`src/rtl/uah_pkg.sv`:
```
`timescale 1ns/1ps
package uah_pkg;
  localparam int DATA_W = 32;
  localparam int OFS_W  = 2;
  localparam int CT_W   = 3;

  localparam logic [OFS_W-1:0] OFS_WSEL = 2'd0;
  localparam logic [OFS_W-1:0] OFS_FSEL = 2'd1;

  typedef enum logic [CT_W-1:0] {
    CT_IDLE         = 3'd0,
    CT_MOVE_WR      = 3'd1,
    CT_ABS_STORE    = 3'd2,
    CT_SCRIPT_FETCH = 3'd3,
    CT_IND_FETCH    = 3'd4,
    CT_TBL_FETCH    = 3'd5,
    CT_MOVE_RD      = 3'd6,
    CT_RSVD         = 3'd7
  } cyc_type_e;

  typedef enum logic [1:0] {
    SRC_NONE = 2'd0,
    SRC_WSEL = 2'd1,
    SRC_FSEL = 2'd2
  } sel_src_e;

  // Map a cycle type onto the selector that owns its upper address.
  function automatic sel_src_e route_cycle(logic [CT_W-1:0] ct);
    sel_src_e s;
    case (ct)
      CT_MOVE_WR, CT_ABS_STORE:      s = SRC_WSEL;
      CT_SCRIPT_FETCH, CT_IND_FETCH: s = SRC_FSEL;
      default:                       s = SRC_NONE;
    endcase
    return s;
  endfunction
endpackage

```
`src/rtl/uah_sel_reg.sv`:
```
`timescale 1ns/1ps
module uah_sel_reg #(
  parameter int              W           = 32,
  parameter bit              HAS_HW_LOAD = 1'b0,
  parameter logic [W-1:0]    RESET_VAL   = '0
) (
  input  logic         clk,
  input  logic         rst_n,
  input  logic         sw_we,
  input  logic [W-1:0] sw_data,
  input  logic         hw_load,
  input  logic [W-1:0] hw_data,
  output logic [W-1:0] q
);
  logic         hw_take;
  logic [W-1:0] q_d;

  // Hardware load overrides a software write in the same cycle.
  assign hw_take = HAS_HW_LOAD && hw_load;

  always_comb begin
    q_d = q;
    if (hw_take)    q_d = hw_data;
    else if (sw_we) q_d = sw_data;
  end

  always_ff @(posedge clk or negedge rst_n) begin
    if (!rst_n) q <= RESET_VAL;
    else        q <= q_d;
  end

  generate
    if (HAS_HW_LOAD) begin : g_hw_chk
      AST_HW_LOAD_WINS: assert property (@(posedge clk) disable iff (!rst_n)
        hw_load |=> q == $past(hw_data)) else $error("hw load lost");
    end
  endgenerate

  AST_SEL_STABLE: assert property (@(posedge clk) disable iff (!rst_n)
    (!sw_we && !hw_take) |=> $stable(q)) else $error("selector changed without a write");
endmodule

```
`src/rtl/uah_read_port.sv`:
```
`timescale 1ns/1ps
module uah_read_port
  import uah_pkg::*;
#(
  parameter int W   = DATA_W,
  parameter int AW  = OFS_W
) (
  input  logic          clk,
  input  logic          rst_n,
  input  logic          rd,
  input  logic [AW-1:0] addr,
  input  logic          cfg_en,
  input  logic [W-1:0]  base_hi,
  input  logic [W-1:0]  wsel_q,
  input  logic [W-1:0]  fsel_q,
  output logic [W-1:0]  rdata
);
  logic [W-1:0] rd_mux;

  always_comb begin
    rd_mux = '0;
    if (addr == OFS_WSEL)      rd_mux = cfg_en ? base_hi : wsel_q;
    else if (addr == OFS_FSEL) rd_mux = fsel_q;
  end

  always_ff @(posedge clk or negedge rst_n) begin
    if (!rst_n)  rdata <= '0;
    else if (rd) rdata <= rd_mux;
  end

  AST_RDATA_HOLD: assert property (@(posedge clk) disable iff (!rst_n)
    !rd |=> $stable(rdata)) else $error("rdata moved without read");

  AST_CFG_OVERRIDE: assert property (@(posedge clk) disable iff (!rst_n)
    (rd && cfg_en && addr == OFS_WSEL) |=> rdata == $past(base_hi))
    else $error("override read wrong");
endmodule

```
`src/rtl/uah_addr_mux.sv`:
```
`timescale 1ns/1ps
module uah_addr_mux
  import uah_pkg::*;
#(
  parameter int W = DATA_W
) (
  input  logic [CT_W-1:0] cycle_type,
  input  logic [W-1:0]    wsel_q,
  input  logic [W-1:0]    fsel_q,
  output logic [W-1:0]    addr_hi
);
  sel_src_e src;

  assign src = route_cycle(cycle_type);

  always_comb begin
    case (src)
      SRC_WSEL: addr_hi = wsel_q;
      SRC_FSEL: addr_hi = fsel_q;
      default:  addr_hi = '0;
    endcase
  end
endmodule

```
`src/rtl/uah_bank.sv`:
```
`timescale 1ns/1ps
module uah_bank
  import uah_pkg::*;
(
  input  logic              clk,
  input  logic              rst_n,
  input  logic              reg_wr,
  input  logic              reg_rd,
  input  logic [OFS_W-1:0]  reg_addr,
  input  logic [DATA_W-1:0] reg_wdata,
  output logic [DATA_W-1:0] reg_rdata,
  input  logic              cfg_info_en,
  input  logic [DATA_W-1:0] base_addr_hi,
  input  logic              jump_load,
  input  logic [DATA_W-1:0] jump_target_hi,
  input  logic [CT_W-1:0]   cycle_type,
  output logic [DATA_W-1:0] addr_hi
);
  logic              wsel_we, fsel_we;
  logic [DATA_W-1:0] wsel_q, fsel_q;

  assign wsel_we = reg_wr && (reg_addr == OFS_WSEL);
  assign fsel_we = reg_wr && (reg_addr == OFS_FSEL);

  uah_sel_reg #(.W(DATA_W), .HAS_HW_LOAD(1'b0)) u_wsel (
    .clk(clk), .rst_n(rst_n),
    .sw_we(wsel_we), .sw_data(reg_wdata),
    .hw_load(1'b0), .hw_data('0),
    .q(wsel_q)
  );

  uah_sel_reg #(.W(DATA_W), .HAS_HW_LOAD(1'b1)) u_fsel (
    .clk(clk), .rst_n(rst_n),
    .sw_we(fsel_we), .sw_data(reg_wdata),
    .hw_load(jump_load), .hw_data(jump_target_hi),
    .q(fsel_q)
  );

  uah_read_port #(.W(DATA_W), .AW(OFS_W)) u_rport (
    .clk(clk), .rst_n(rst_n),
    .rd(reg_rd), .addr(reg_addr),
    .cfg_en(cfg_info_en), .base_hi(base_addr_hi),
    .wsel_q(wsel_q), .fsel_q(fsel_q),
    .rdata(reg_rdata)
  );

  uah_addr_mux #(.W(DATA_W)) u_amux (
    .cycle_type(cycle_type),
    .wsel_q(wsel_q), .fsel_q(fsel_q),
    .addr_hi(addr_hi)
  );

  AST_TBL_NO_FETCH_SEL: assert property (@(posedge clk) disable iff (!rst_n)
    (cycle_type == CT_TBL_FETCH) |-> addr_hi == '0) else $error("table fetch used selector");

  AST_WSEL_LOAD: assert property (@(posedge clk) disable iff (!rst_n)
    (reg_wr && reg_addr == OFS_WSEL && cycle_type == CT_MOVE_WR) |=>
      (cycle_type != CT_MOVE_WR || addr_hi == $past(reg_wdata)))
    else $error("write selector not loaded");

  AST_FSEL_LOAD: assert property (@(posedge clk) disable iff (!rst_n)
    (reg_wr && reg_addr == OFS_FSEL && !jump_load && cycle_type == CT_SCRIPT_FETCH) |=>
      (cycle_type != CT_SCRIPT_FETCH || addr_hi == $past(reg_wdata)))
    else $error("fetch selector not loaded");
endmodule

```
`config.mk`:
```
export PLATFORM = sky130hd
export DESIGN_NAME = uah_bank
export DESIGN_NICKNAME = d
export VERILOG_FILES = /design/src/rtl/uah_pkg.sv /design/src/rtl/uah_sel_reg.sv /design/src/rtl/uah_read_port.sv /design/src/rtl/uah_addr_mux.sv /design/src/rtl/uah_bank.sv
export SDC_FILE = /design/constraint.sdc
export NUM_CORES = 1
export LEC_CHECK = 0
export CORE_MARGIN = 2
export CORE_UTILIZATION = 42
export DETAILED_ROUTE_END_ITERATION = 10
export DONT_BUFFER_PORTS = 1
export MAX_ROUTING_LAYER = met4
export PLACE_DENSITY = 0.59
export SLEW_MARGIN = 30
export SYNTH_ARGS = -nofsm -noshare
export SYNTH_HDL_FRONTEND = slang
export SYNTH_HIERARCHICAL = 1
export SYNTH_SLANG_ARGS = --single-unit
```
`constraint.sdc`:
```
create_clock -name clk -period 1.92 [get_ports clk]
set_input_delay 0.384 -clock clk [delete_from_list [all_inputs] [get_ports clk]]
set_output_delay 0.384 -clock clk [all_outputs]
set_load 0.01 [all_outputs]
```
==> summary.txt <==
Run status
  – Status: finished, violations left
  – Failing checks: hold timing

Global route
  – Initial antenna violation count: 0
  – Total congestion overflow: 0
  – Largest net degree at the start of global routing: 97
  – GR Util All Layers: between 20 and 25%
  – First-pass GRT wire length: 23,800 µm
  – Number of global-route vias before repair: 4,046

Finish
  – Seq. cell area: 2400 µm²
  – Most frequent cells in the layout: 96 x dfrtp_1, 64 x mux2i_1, 33 x nand2_1, 33 x nand2b_1, 32 x nand4b_1
  – Total inserted antenna cells: 0
  – Fillers: 1,180
  – Fin nets: 561
  – Commonest non-fill, non-tap cell in the layout: dfrtp_1
  – Layout cells sized above 1: 22.6%
  – Area occupied by multi-input gates: about 2800 µm²
  – Layout area overhead: 8.78%

Clock tree
  – Number of buffers created by CTS: 9
  – CTS tree: done
  – Worst-Skew Late Latency: 350 ps
  – Htree depth: 3
  – Clock buffer depth: 2
  – Clock sink total: 96
  – Root Buffer: clkbuf_16
  – Post CTS Setup Buffer Count: 0
  – Reg clk slew, reported paths: 60 ps

Route
  – Drt pass-1 iters: 4
  – Final WL: 15,800 µm
  – Drt first-iter violations: 245
  – Detailed-route wire length per cell: 25.2 µm
  – Total number of vias: 3,825
  – Final ANT Viol Nets: 0
  – Vias per cell: a little over 6
  – Drc violations: 0

Floorplan
  – Die H: 118 µm
  – Starting Density: 43.3%
  – Die ar.: 14,000 µm²
  – Rows: 41
  – CORE AREA: 12,700 µm²
  – Horiz. Die Dim: 118 µm
  – I/O pin total: around 170

Power and ir drop
  – P_leak: 2.51 nW
  – Max VDD drop: between 300 and 400 µV
  – P per Cell Area: 920 nW/µm²
  – Pwr Total: 0.00549 W

Worst setup path
  – CP Launch Type: primary input
  – Worst path cell trace: nand2b_4 > o22ai_2 > ha_4 > clkbuf_16 > a22oi_1 > nor2_1
  – CP max-delay cell: ha_4
  – Critical Path End Type: output port
  – CP top delay family: simple AND/OR/NAND/NOR gates
  – Worst EP arrival: around 1500 ps
  – Worst-path fanout max: 16
  – CP peak stage delay: 220 ps
  – CP bufs+invs: 1
  – Critical Path RT: 1540 ps
  – CP Class: primary input to output port

STA
  – Final Cycle Share: between 90 and 100%
  – Hold slack: -272 ps
  – Slew Viols, Final: 0
  – Worst-Margin Slew: 396 ps
  – Setup TNS: 0 ps
  – Hold Fails Final Rpt: between 90 and 100
  – Setup violations, final: 0
  – Fmax: 535 MHz
  – Slew Limit Headroom: 73.6%
  – Worst Skew: approximately 4.2 ps
  – Final Critical Period: around 1900 ps

Place
  – Port-buffer cells: 0
  – HPWL Detailed: around 9000 µm
  – Routability cong.: 0.800

Hold path
  – Worst Hold Class: primary input to async pin

Logic synthesis
  – Net Count, Synth: 583
  – Netlist Area Pre-Place: roughly 5500 µm²
  – Yosys warns: 6
  – Mapped Cells: about 470
  – Synth Area per Inst: 11.6 µm²

Run
  – Maxcap violations: 0
state kept, by name, indices dropped and copies added, names as in the netlist:
| register | flops |
|---|---|
| u_fsel/q | 32 |
| u_rport/rdata | 32 |
| u_wsel/q | 32 |
report_power, final:
group	internal (W)	switching, W
logic	0.000482	0.000377
clock network	0.00130	0.000768
registers	0.00229	0.000270
total	0.00408	0.00142
routing by layer:
layer / wire length (µm) / vias to the layer above / part of all wire [%] / track usage, %
met5: 0 / - / 0 / -
met2: 7470 / 155 / 47 / 33.6
met3: 1360 / 15 / 8.6 / 6.85
met1: 6810 / 1976 / 43 / 29.5
met4: 185 / 0 / 1.2 / 6.02
li1: - / 1679 / - / -
area by class of cell:
type	count	area share (%)
tap	172	3.61
sequential	96	40.2
multi-input combinational	332	47.0
timing repair buffer	13	3.56
clock buffer	12	4.13
clock inverter	3	1.51
metrics by stage:
step	worst slack, ps	instances	util, %	area [µm²]	hold slack (ps)
CTS	13.9	625	46.0	5830	-284
detailed placement	30.6	610	43.4	5500	92.2
floorplan	193	474	-	5490	88.4
global placement	64.2	610	43.4	5500	91.3
global route	-6.81	628	47.1	5970	-289
finish	51.6	628	47.1	5970	-272
final timing paths:
kind,start,depth (start not counted),endpoint,slack [ps]
max in group asynchronous,rst_n,0,u_wsel/q[21]$_DFFE_PN0P_,2030
min in group clk,jump_load,1,u_fsel/q[6]$_DFFE_PN0P_,120
min reg2reg,u_wsel/q[27]$_DFFE_PN0P_,1,u_wsel/q[27]$_DFFE_PN0P_,550
max reg2reg,u_wsel/q[31]$_DFFE_PN0P_,1,u_wsel/q[31]$_DFFE_PN0P_,1090
min,rst_n,0,u_rport/rdata[18]$_DFFE_PN0P_,-270
max,cycle_type[0],6,addr_hi[23],50
what timing repair did:
item                                    in CTS  in global routing
hold endpoints to repair                    96                 96
endpoints found under the setup margin       0                 32
resized for setup                            0                 13
Power figures use the tool's default switching activity.
